===== src/rtl/swz17_pkg.sv =====
package swz17_pkg;

  typedef enum logic [3:0] {
    ST_IDLE,
    ST_TAKE,
    ST_LOOK,
    ST_RDLO,
    ST_RDHI,
    ST_WRLO,
    ST_WRHI,
    ST_ADV,
    ST_FIN
  } swz_state_t;

  typedef enum logic {
    OP_RECORD = 1'b0,
    OP_REPAIR = 1'b1
  } swz_op_t;

endpackage


===== src/rtl/swz17_hist_ram.sv =====
module swz17_hist_ram #(
  parameter int DEPTH = 256,
  parameter int AW    = $clog2(DEPTH)
) (
  input  logic          clk,
  input  logic          we,
  input  logic [AW-1:0] waddr,
  input  logic          wbit,
  input  logic [AW-1:0] raddr,
  output logic          rbit
);

  logic store [DEPTH];

  always_ff @(posedge clk) begin
    if (we) store[waddr] <= wbit;
    rbit <= store[raddr];
  end

endmodule


===== src/rtl/swz17_half_buf.sv =====
module swz17_half_buf #(
  parameter int DATA_W = 64,
  parameter int WORDS  = 8,
  parameter int AW     = $clog2(WORDS)
) (
  input  logic              clk,
  input  logic              we,
  input  logic [AW-1:0]     waddr,
  input  logic [DATA_W-1:0] wdata,
  input  logic [AW-1:0]     raddr,
  output logic [DATA_W-1:0] rdata
);

  logic [DATA_W-1:0] cells [WORDS];

  always_ff @(posedge clk) begin
    if (we) cells[waddr] <= wdata;
  end

  assign rdata = cells[raddr];

endmodule


===== src/rtl/swz17_ctrl.sv =====
module swz17_ctrl
  import swz17_pkg::*;
#(
  parameter int PFN_W     = 20,
  parameter int SEL_BIT   = 5,
  parameter int MAX_PAGES = 256,
  parameter int PIDX_W    = 8,
  parameter int CNT_W     = 9,
  parameter int CH_W      = 5,
  parameter int HW_W      = 3,
  parameter int ADDR_W    = 29
) (
  input  logic              clk,
  input  logic              rst,
  input  logic              cmd_valid,
  input  logic              cmd_mode,
  input  logic [CNT_W-1:0]  cmd_pages,
  output logic              cmd_ready,
  input  logic              pfn_valid,
  input  logic [PFN_W-1:0]  pfn_data,
  output logic              pfn_ready,
  output logic              hist_we,
  output logic [PIDX_W-1:0] hist_addr,
  output logic              hist_wbit,
  input  logic              hist_rbit,
  output logic              buf_we,
  output logic [HW_W-1:0]   buf_waddr,
  output logic [HW_W-1:0]   buf_raddr,
  output logic              mem_req,
  output logic              mem_we,
  output logic [ADDR_W-1:0] mem_addr,
  output logic              wsel_buf,
  output logic              done,
  output logic              err,
  output logic              dirty_valid,
  output logic [PIDX_W-1:0] dirty_page
);

  localparam logic [CH_W-1:0] LAST_CH = {CH_W{1'b1}};
  localparam logic [HW_W-1:0] LAST_HW = {HW_W{1'b1}};

  swz_state_t        state_q;
  swz_op_t           op_q;
  logic [CNT_W-1:0]  npages_q;
  logic [PIDX_W-1:0] pidx_q;
  logic [PFN_W-1:0]  pfn_q;
  logic              cur_bit_q;
  logic [CH_W-1:0]   chunk_q;
  logic [HW_W-1:0]   hw_q;
  logic              recorded_q;
  logic              err_q;
  logic              dirty_q;
  logic [PIDX_W-1:0] dirty_idx_q;
  logic              cap_q;
  logic [HW_W-1:0]   cap_idx_q;
  logic              last_page;
  logic              half_sel;

  assign last_page = ({1'b0, pidx_q} == (npages_q - CNT_W'(1)));

  assign cmd_ready = (state_q == ST_IDLE);
  assign pfn_ready = (state_q == ST_TAKE);

  assign hist_we   = (state_q == ST_TAKE) && pfn_valid && (op_q == OP_RECORD);
  assign hist_addr = pidx_q;
  assign hist_wbit = pfn_data[SEL_BIT];

  assign buf_we    = cap_q;
  assign buf_waddr = cap_idx_q;
  assign buf_raddr = hw_q;

  always_comb begin
    mem_req  = 1'b0;
    mem_we   = 1'b0;
    half_sel = 1'b0;
    wsel_buf = 1'b0;
    unique case (state_q)
      ST_RDLO: begin mem_req = 1'b1; end
      ST_RDHI: begin mem_req = 1'b1; half_sel = 1'b1; end
      ST_WRLO: begin mem_req = 1'b1; mem_we = 1'b1; end
      ST_WRHI: begin mem_req = 1'b1; mem_we = 1'b1; half_sel = 1'b1; wsel_buf = 1'b1; end
      default: ;
    endcase
  end

  assign mem_addr = {pfn_q, chunk_q, half_sel, hw_q};

  assign done        = (state_q == ST_FIN);
  assign err         = err_q;
  assign dirty_valid = dirty_q;
  assign dirty_page  = dirty_idx_q;

  always_ff @(posedge clk) begin
    if (rst) begin
      state_q     <= ST_IDLE;
      op_q        <= OP_RECORD;
      npages_q    <= '0;
      pidx_q      <= '0;
      pfn_q       <= '0;
      cur_bit_q   <= 1'b0;
      chunk_q     <= '0;
      hw_q        <= '0;
      recorded_q  <= 1'b0;
      err_q       <= 1'b0;
      dirty_q     <= 1'b0;
      dirty_idx_q <= '0;
      cap_q       <= 1'b0;
      cap_idx_q   <= '0;
    end else begin
      dirty_q   <= 1'b0;
      cap_q     <= (state_q == ST_RDLO);
      cap_idx_q <= hw_q;
      unique case (state_q)
        ST_IDLE: begin
          if (cmd_valid) begin
            op_q     <= swz_op_t'(cmd_mode);
            npages_q <= cmd_pages;
            pidx_q   <= '0;
            if (cmd_pages > CNT_W'(MAX_PAGES)) begin
              err_q   <= 1'b1;
              state_q <= ST_FIN;
            end else if (cmd_pages == '0) begin
              state_q <= ST_FIN;
            end else if ((swz_op_t'(cmd_mode) == OP_REPAIR) && !recorded_q) begin
              state_q <= ST_FIN;
            end else begin
              state_q <= ST_TAKE;
            end
          end
        end
        ST_TAKE: begin
          if (pfn_valid) begin
            pfn_q     <= pfn_data;
            cur_bit_q <= pfn_data[SEL_BIT];
            if (op_q == OP_RECORD) begin
              recorded_q <= 1'b1;
              if (last_page) state_q <= ST_FIN;
              else           pidx_q  <= pidx_q + PIDX_W'(1);
            end else begin
              state_q <= ST_LOOK;
            end
          end
        end
        ST_LOOK: begin
          chunk_q <= '0;
          hw_q    <= '0;
          if (hist_rbit != cur_bit_q) state_q <= ST_RDLO;
          else                        state_q <= ST_ADV;
        end
        ST_RDLO: begin
          if (hw_q == LAST_HW) begin
            hw_q    <= '0;
            state_q <= ST_RDHI;
          end else begin
            hw_q <= hw_q + HW_W'(1);
          end
        end
        ST_RDHI: state_q <= ST_WRLO;
        ST_WRLO: state_q <= ST_WRHI;
        ST_WRHI: begin
          if (hw_q == LAST_HW) begin
            hw_q <= '0;
            if (chunk_q == LAST_CH) begin
              dirty_q     <= 1'b1;
              dirty_idx_q <= pidx_q;
              state_q     <= ST_ADV;
            end else begin
              chunk_q <= chunk_q + CH_W'(1);
              state_q <= ST_RDLO;
            end
          end else begin
            hw_q    <= hw_q + HW_W'(1);
            state_q <= ST_RDHI;
          end
        end
        ST_ADV: begin
          if (last_page) begin
            state_q <= ST_FIN;
          end else begin
            pidx_q  <= pidx_q + PIDX_W'(1);
            state_q <= ST_TAKE;
          end
        end
        ST_FIN: begin
          err_q   <= 1'b0;
          state_q <= ST_IDLE;
        end
        default: state_q <= ST_IDLE;
      endcase
    end
  end

endmodule


===== src/rtl/swz17_fixup.sv =====
module swz17_fixup #(
  parameter int PFN_W      = 20,
  parameter int PAGE_SHIFT = 12,
  parameter int PHYS_BIT   = 17,
  parameter int DATA_W     = 64,
  parameter int CHUNK_B    = 128,
  parameter int MAX_PAGES  = 256,
  localparam int WORD_B    = DATA_W / 8,
  localparam int PAGE_B    = 1 << PAGE_SHIFT,
  localparam int WIDX_W    = $clog2(PAGE_B / WORD_B),
  localparam int HALF_W    = CHUNK_B / 2 / WORD_B,
  localparam int HW_W      = $clog2(HALF_W),
  localparam int CH_W      = $clog2(PAGE_B / CHUNK_B),
  localparam int PIDX_W    = $clog2(MAX_PAGES),
  localparam int CNT_W     = PIDX_W + 1,
  localparam int ADDR_W    = PFN_W + WIDX_W,
  localparam int SEL_BIT   = PHYS_BIT - PAGE_SHIFT
) (
  input  logic              clk,
  input  logic              rst,
  input  logic              cmd_valid,
  output logic              cmd_ready,
  input  logic              cmd_mode,
  input  logic [CNT_W-1:0]  cmd_pages,
  input  logic              pfn_valid,
  output logic              pfn_ready,
  input  logic [PFN_W-1:0]  pfn_data,
  output logic              mem_req,
  output logic              mem_we,
  output logic [ADDR_W-1:0] mem_addr,
  output logic [DATA_W-1:0] mem_wdata,
  input  logic [DATA_W-1:0] mem_rdata,
  output logic              done,
  output logic              err,
  output logic              dirty_valid,
  output logic [PIDX_W-1:0] dirty_page
);

  logic              hist_we;
  logic [PIDX_W-1:0] hist_addr;
  logic              hist_wbit;
  logic              hist_rbit;
  logic              buf_we;
  logic [HW_W-1:0]   buf_waddr;
  logic [HW_W-1:0]   buf_raddr;
  logic [DATA_W-1:0] buf_rdata;
  logic              wsel_buf;

  swz17_ctrl #(
    .PFN_W    (PFN_W),
    .SEL_BIT  (SEL_BIT),
    .MAX_PAGES(MAX_PAGES),
    .PIDX_W   (PIDX_W),
    .CNT_W    (CNT_W),
    .CH_W     (CH_W),
    .HW_W     (HW_W),
    .ADDR_W   (ADDR_W)
  ) u_ctrl (
    .clk        (clk),
    .rst        (rst),
    .cmd_valid  (cmd_valid),
    .cmd_mode   (cmd_mode),
    .cmd_pages  (cmd_pages),
    .cmd_ready  (cmd_ready),
    .pfn_valid  (pfn_valid),
    .pfn_data   (pfn_data),
    .pfn_ready  (pfn_ready),
    .hist_we    (hist_we),
    .hist_addr  (hist_addr),
    .hist_wbit  (hist_wbit),
    .hist_rbit  (hist_rbit),
    .buf_we     (buf_we),
    .buf_waddr  (buf_waddr),
    .buf_raddr  (buf_raddr),
    .mem_req    (mem_req),
    .mem_we     (mem_we),
    .mem_addr   (mem_addr),
    .wsel_buf   (wsel_buf),
    .done       (done),
    .err        (err),
    .dirty_valid(dirty_valid),
    .dirty_page (dirty_page)
  );

  swz17_hist_ram #(
    .DEPTH(MAX_PAGES),
    .AW   (PIDX_W)
  ) u_hist (
    .clk  (clk),
    .we   (hist_we),
    .waddr(hist_addr),
    .wbit (hist_wbit),
    .raddr(hist_addr),
    .rbit (hist_rbit)
  );

  swz17_half_buf #(
    .DATA_W(DATA_W),
    .WORDS (HALF_W),
    .AW    (HW_W)
  ) u_buf (
    .clk  (clk),
    .we   (buf_we),
    .waddr(buf_waddr),
    .wdata(mem_rdata),
    .raddr(buf_raddr),
    .rdata(buf_rdata)
  );

  assign mem_wdata = wsel_buf ? buf_rdata : mem_rdata;

endmodule


===== config.mk =====
export PLATFORM = sky130hd
export DESIGN_NAME = swz17_fixup
export DESIGN_NICKNAME = d
export VERILOG_FILES = /design/src/rtl/swz17_pkg.sv /design/src/rtl/swz17_hist_ram.sv /design/src/rtl/swz17_half_buf.sv /design/src/rtl/swz17_ctrl.sv /design/src/rtl/swz17_fixup.sv
export SDC_FILE = /design/constraint.sdc
export NUM_CORES = 1
export LEC_CHECK = 0
export ABC_AREA = 1
export BUFFER_PORTS_ARGS = -buffer_cell sky130_fd_sc_hd__buf_4
export CORE_ASPECT_RATIO = 1.25
export CORE_MARGIN = 2
export CORE_UTILIZATION = 61
export DETAILED_ROUTE_END_ITERATION = 7
export PLACE_DENSITY_LB_ADDON = 0.05
export REMOVE_ABC_BUFFERS = 1
export SLEW_MARGIN = 20
export SYNTH_ARGS = -nofsm -noshare
export SYNTH_HDL_FRONTEND = slang
export SYNTH_SLANG_ARGS = --single-unit

===== constraint.sdc =====
create_clock -name clk -period 4.1 [get_ports clk]
set_input_delay 0.41 -clock clk [delete_from_list [all_inputs] [get_ports clk]]
set_output_delay 0.41 -clock clk [all_outputs]
set_load 0.01 [all_outputs]

## After elaboration in Yosys (flattened, before gate mapping)

Memory sizes are Yosys's and may differ from the RTL's. A register that Yosys moved wholly into a read port is not among the register bits.
Index checks and enable logic that the tools add are counted.

| storage, ports and cells | value |
|---|---|
| register bits | 66 |
| memory bits (writable) | 768 |
| input port bits | 98 |
| output and inout port bits | 108 |
| logic and storage cells | 105 |
| memories | 2 |

Memories:

| memory | depth | width | rd ports | clocked after memory_dff | wr ports | line | text |
|---|---|---|---|---|---|---|---|
| u_buf.cells | 8 | 64 | 1 | 1 | 1 | swz17_half_buf.sv:14 | `logic [DATA_W-1:0] cells [WORDS];` |
| u_hist.store | 256 | 1 | 1 | 1 | 1 | swz17_hist_ram.sv:13 | `logic store [DEPTH];` |

| operators by class | value |
|---|---|
| add/sub/neg operators | 4 |
| order comparisons | 1 |
| equality and inequality tests | 20 |
| muxes and demuxes | 38 |
| bitwise operators | 3 |
| reductions and logical operators | 23 |

Operators with widths:

| cell | count |
|---|---|
| 2-to-1 mux 64 bit | 1 |
| 2-to-1 mux 4 bit | 9 |
| 2-to-1 mux 8 bit | 4 |
| one-hot mux 4 bit (8 select lines) | 1 |
| one-hot mux 8 bit (3 select lines) | 1 |
| 2-to-1 mux 3 bit | 6 |
| == test 4 x 3 -> 1 bit (second input constant) | 4 |
| AND reduction 3 bit | 4 |
| 2-to-1 mux 1 bit | 11 |
| 2-to-1 mux 5 bit | 2 |
| inequality test 2 bit (second input constant) | 5 |
| one-hot mux 5 bit (2 select lines) | 1 |
| == test 8 x 9 -> 1 bit | 1 |
| greater-than comparator 9 bit (second input constant) | 1 |
| logical NOT 9 bit | 1 |
| subtractor 9 x 1 -> 9 bit (second input constant) | 1 |
| adder 8 x 1 -> 8 bit (second input constant) | 1 |
| == test 4 x 2 -> 1 bit (second input constant) | 2 |
| AND reduction 4 bit | 2 |
| one-hot mux 3 bit (2 select lines) | 1 |
| nonzero test 2 bit | 3 |
| OR reduction 2 bit | 3 |
| adder 5 x 1 -> 5 bit (second input constant) | 1 |
| == test 5 bit (second input constant) | 1 |
| 16 further kinds | 22 |

## Longest topological paths before layout

| depth | value |
|---|---|
| depth after elaboration | 7 |
| depth in mapped cells | 15 |
| mapped depth without buffers | 14 |

## Cells and area by module

Synthesis repeated with hierarchy kept, for this count alone.

| unflattened totals | value |
|---|---|
| cells, all modules | 4,072 |
| area, all modules | 38,140.3 um2 |

Modules (own cells, without submodules):

| module | times used | cells each | area each (um2) | sequential area each (um2) |
|---|---|---|---|---|
| swz17_half_buf | 1 | 2,230 | 22,376.5 | 15,374.7 |
| swz17_hist_ram | 1 | 1,184 | 11,717.5 | 7,707.4 |
| swz17_ctrl | 1 | 452 | 3,201.8 | 1,301.2 |
| swz17_fixup | 1 | 206 | 844.6 | 0.0 |

## Worst setup path before layout

Ideal clock, no wire load.

| timing | value |
|---|---|
| kind | reg2reg |
| start point | register u_ctrl.cap_idx_q[0] (netlist: u_ctrl.buf_waddr[0]) |
| end point | memory u_buf.cells[0][0] (enable) |
| data arrival time | 3,115 ps |
| data required time | 3,613 ps |
| path slack | 498 ps |
| stages on the path, launching flop included | 4 |
| path buffers | 0 |
| period minus slack after synthesis | 3,602 ps |
| cells stage by stage | dfxtp_1 inv_1 nand2_1 nor2_1 |

RTL lines:

| item | line | text |
|---|---|---|
| start, declared | swz17_ctrl.sv:55 | `logic [HW_W-1:0] cap_idx_q;` |
| start signal, assigned | swz17_ctrl.sv:112 | `cap_idx_q <= hw_q;` |
| end, declared | swz17_half_buf.sv:14 |  |

Straight into the memory's write port.

## Worst setup path in the final report

| timing | value |
|---|---|
| start point | register u_ctrl.state_q[1] |
| end point | output port mem_wdata[51] |

| on the way | value |
|---|---|
| word-level cells in the longest chain between the ends | 3 |

Ends and longest elaborated chain:

| item | line | text |
|---|---|---|
| start, declared | swz17_ctrl.sv:42 | `swz_state_t state_q;` |
| start signal, assigned | swz17_ctrl.sv:95 | `state_q <= ST_IDLE;` |
| start signal, assigned | swz17_ctrl.sv:121 | `state_q <= ST_FIN;` |
| start signal, assigned | swz17_ctrl.sv:123 | `state_q <= ST_FIN;` |
| == test 4 x 3 -> 1 bit | swz17_ctrl.sv:77 | `unique case (state_q)` |
| 2-to-1 mux 1 bit | swz17_ctrl.sv:77 |  |
| 2-to-1 mux 64 bit | swz17_fixup.sv:110 | `assign mem_wdata = wsel_buf ? buf_rdata : mem_rdata;` |
| end, declared | swz17_fixup.sv:31 | `output logic [DATA_W-1:0] mem_wdata,` |

No other way between the ends.

==> flow_metrics.env <==
export IMPL_cell_count_final_fillers_out=4297
export IMPL_multiInputGateArea_um2=9690
export IMPL_finalCritPeriodShare_pct=85.7
export IMPL_first_global_vias=24200
export IMPL_yosysUniqueCellTypes=41
export IMPL_critical_path_max_fanout=70
export IMPL_maxClockFrequency_ghz=0.285
export IMPL_cts_root_buf="sky130_fd_sc_hd__clkbuf_16"
export IMPL_status="finished clean"
export IMPL_timing_max_slew_rel_slack_pct=28.9
export IMPL_syn_cell_area_um2=36200
export IMPL_r2r_setup_slack_ps=1120
export IMPL_layout_drive_gt1_share_pct=11.6
export IMPL_crit_arrival_ps=3100
export IMPL_wire_per_inst_um=19.7
export IMPL_clk_network_pwr_share_pct=41.5
export IMPL_clk_insertion_delay_late_ps=630
export IMPL_number_of_iterations_in_the_first_detailed_routing_pass=5
export IMPL_finalSetupViolCount=0
export IMPL_power_static_leakage_nw=15.0
export IMPL_netSwitchingFraction_pct=20.9
export IMPL_worst_ir_drop_vdd_mv=0.372
export IMPL_routed_via_density=5.75
export IMPL_sequentialPowerShare_pct=54.5
export IMPL_final_setup_skew_ps=21.5
export IMPL_clock_sinks=837
export IMPL_remaining_overflow_grt=0
export IMPL_fraction_of_the_mapped_netlist_area_in_simple_logic_gates_pct=13.6
export IMPL_place_detailed_instances=4119
export IMPL_fin_area_um2=41100
export IMPL_floorplan_die_area_um2=61300
export IMPL_min_period_ps=3510
export IMPL_register_area_share_after_synthesis_pct=67.5
export IMPL_ctsHtreeMaxLevel=3
export IMPL_synth_seq_cells=837
export IMPL_cts_buffers=80
export IMPL_grt_setup_unrepaired="no"
export IMPL_track_usage_pct=27.4
export IMPL_report_final_slew_viol_count=0
export IMPL_min_delay_path_class="in2reg"
export IMPL_syn_mean_instance_area_um2=10.9
export IMPL_top_level_ports=206
export IMPL_max_cap_violations=0
export IMPL_critical_path_startpoint_type="flop"
export IMPL_synth_compound_gate_area_share_pct=8.42
export IMPL_placedInstanceArea_um2=38300
export IMPL_post_synth_inst_count=3319
export IMPL_placement_io_buffers=205
export IMPL_synth_mux_area_fraction_pct=3.98
export IMPL_first_pass_grt_wire_length_um=131000
export IMPL_tritoncts="built"
export IMPL_die_h_um=276
export IMPL_floorplan_die_width_um=222
export IMPL_cts_max_path_buffers=3
export IMPL_hold_violations=0
export IMPL_drt_iter0_drc=2107
export IMPL_synth_xor_area_share_pct=0.266
export IMPL_synth_flop_cell="sky130_fd_sc_hd__edfxtp_1"
export IMPL_worstSetupEndpointType="primary output"
export IMPL_via_count=24700
export IMPL_combinational_family_with_the_most_area_after_synthesis="simple AND/OR/NAND/NOR gates"
export IMPL_timing_critical_path_required_ps=3690
export IMPL_core_region_area_um2=58500
export IMPL_worstSetupPathType="reg2out"
export IMPL_effective_utilization_at_floorplan_pct=61.9
export IMPL_synth_fa_ha_area_share_pct=0.311
export IMPL_power_density_cell_area_nw_per_um2=417
export IMPL_dp_hpwl_um=47600
export IMPL_intPower_w=0.0136
export IMPL_drc=0
export IMPL_total_power_w=0.0172
export IMPL_synth_enable_flop_cells=768
export IMPL_ys_warnings_count=0
export IMPL_cts_reportedPaths_clkPinSlew_ps=60
export IMPL_holdWs_ps=22.8
export IMPL_final_nets=3582
export IMPL_placement_rows=99
export IMPL_layout_area_seq_um2=24500
export IMPL_grt_antenna_before_repair=3
export IMPL_route_final_wire_length_um=84800
export IMPL_filler_cell_count=4279
export IMPL_gp_routability_congestion=0.886
export IMPL_tightest_slew_ps=1070
export IMPL_combinationalPowerShare_pct=4.0
export IMPL_syn_to_final_growth_pct=13.7
export IMPL_ant_nets=0
export IMPL_p_switching_w=0.00358
export IMPL_pin_count_of_the_biggest_net_entering_global_routing=142
export IMPL_asyncSetResetFlopFracSynth_pct=0
-- sequential cells by signal, summed over array words and instances, names as in the netlist, named ones only --
register / count
u_ctrl.buf_waddr: 3
u_ctrl.recorded_q: 1
u_buf.cells: 512
u_ctrl.hist_addr: 8
u_ctrl.op_q: 1
u_ctrl.npages_q: 9
u_ctrl.err: 1
u_ctrl.buf_raddr: 3
u_ctrl.buf_we: 1
u_hist.store: 256
u_ctrl.chunk_q: 5
u_ctrl.dirty_valid: 1
u_hist.rbit: 1
u_ctrl.state_q: 4
u_ctrl.pfn_q: 20
u_ctrl.dirty_page: 8
-- through the flow --
step	utilization [%]	worst slack, ps	TNS, ps
final	70.4	586	0
after global routing	70.4	402	0
after CTS	70.3	583	0
after detailed placement	65.5	1170	0
after global placement	65.5	1250	0
after floorplan	-	-5530	-507690
-- critical path, cell delays in order (launching register included) --
cell                      delay, ps
sky130_fd_sc_hd__dfxtp_1        400
sky130_fd_sc_hd__inv_1           90
sky130_fd_sc_hd__nor2_1         140
sky130_fd_sc_hd__nand2_1        140
sky130_fd_sc_hd__nor2_4         130
sky130_fd_sc_hd__buf_4          810
sky130_fd_sc_hd__o21ai_0        250
sky130_fd_sc_hd__o21ai_0        290
sky130_fd_sc_hd__buf_4          170
-- power by group through the flow --
| stage | clock network, W | registers, W | logic (W) |
|---|---|---|---|
| 2_1_floorplan | 0 | 0.00955 | 0.000298 |
| 3_3_place_gp | 0 | 0.00954 | 0.000634 |
| 3_5_place_dp | 0 | 0.00954 | 0.000654 |
| 4_1_cts | 0.00721 | 0.00936 | 0.000680 |
| 5_1_grt | 0.00752 | 0.00936 | 0.000758 |
| 6_report | 0.00712 | 0.00936 | 0.000684 |
-- metal layers --
metal  track usage [%]  vias up  wire length [um]
met4              9.74        4              2500
met1              33.8    12100             33300
met5                 0        -                30
met2              48.7      838             43600
li1                  -    11600                 -
met3              4.50      170              5340
-- logic make-up (layout without fill, tap and decap cells) --
kind of cell,count (synthesis),after routing
AND/OR/NAND/NOR,1242,1242
flip-flops,837,837
AO/OA/AOI/OAI,553,553
buffers and inverters,525,745
multiplexers,142,142
XOR/XNOR,11,11
adder cells (fa/ha/maj),9,9
other,0,1
-- synth_stat cells, types with 15 or more instances --
library cell	instances	area (um2)
sky130_fd_sc_hd__edfxtp_1	768	23100
sky130_fd_sc_hd__nand2_1	626	2350
sky130_fd_sc_hd__nor2_1	464	1740
sky130_fd_sc_hd__inv_1	312	1170
sky130_fd_sc_hd__o21ai_0	270	1350
sky130_fd_sc_hd__a21oi_1	162	811
sky130_fd_sc_hd__mux2i_1	128	1280
sky130_fd_sc_hd__nand3_1	118	591
sky130_fd_sc_hd__clkbuf_1	106	398
sky130_fd_sc_hd__o211ai_1	102	766
sky130_fd_sc_hd__dfxtp_1	69	1380
sky130_fd_sc_hd__buf_2	61	305
sky130_fd_sc_hd__buf_1	15	56.3
-- what timing repair did --
action,CTS,global route
hold endpoints to repair,130,0
gates resized for setup,0,0
hold buffers,30,0
setup buffers,0,0
-- area by class of cell --
type                            count  share of cell area (%)
Clock buffer                      104                    5.18
Sequential cell                   837                    59.4
Inverter                          324                    2.98
Multi-Input combinational cell   1957                    23.6
Tap cell                          757                    2.30
Clock inverter                     42                   0.900
Timing Repair Buffer              275                    5.63
Antenna cell                        1                 0.00608
-- cells in the final DEF, fill, tap and decap left out, types with 64 or more instances in the layout --
cell type,instances
sky130_fd_sc_hd__clkbuf_16,80
sky130_fd_sc_hd__dfxtp_1,64
sky130_fd_sc_hd__buf_4,230
sky130_fd_sc_hd__edfxtp_1,768
sky130_fd_sc_hd__nand3_1,118
sky130_fd_sc_hd__nor2_1,456
sky130_fd_sc_hd__nand2_1,626
sky130_fd_sc_hd__o21ai_0,270
sky130_fd_sc_hd__mux2i_1,128
sky130_fd_sc_hd__inv_1,309
sky130_fd_sc_hd__o211ai_1,102
sky130_fd_sc_hd__a21oi_1,162
-- final timing paths --
path,from,depth (start not counted),to
worst max-delay path,u_ctrl.state_q[1],8,mem_wdata[51]
worst min-delay path,mem_rdata[0],1,u_buf.cells[1][0]
worst min register to register,u_ctrl.dirty_page[5],2,u_ctrl.dirty_page[5]
worst max register to register,u_ctrl.state_q[1],8,u_ctrl.dirty_page[7]
(Power assumes the default switching activity.)
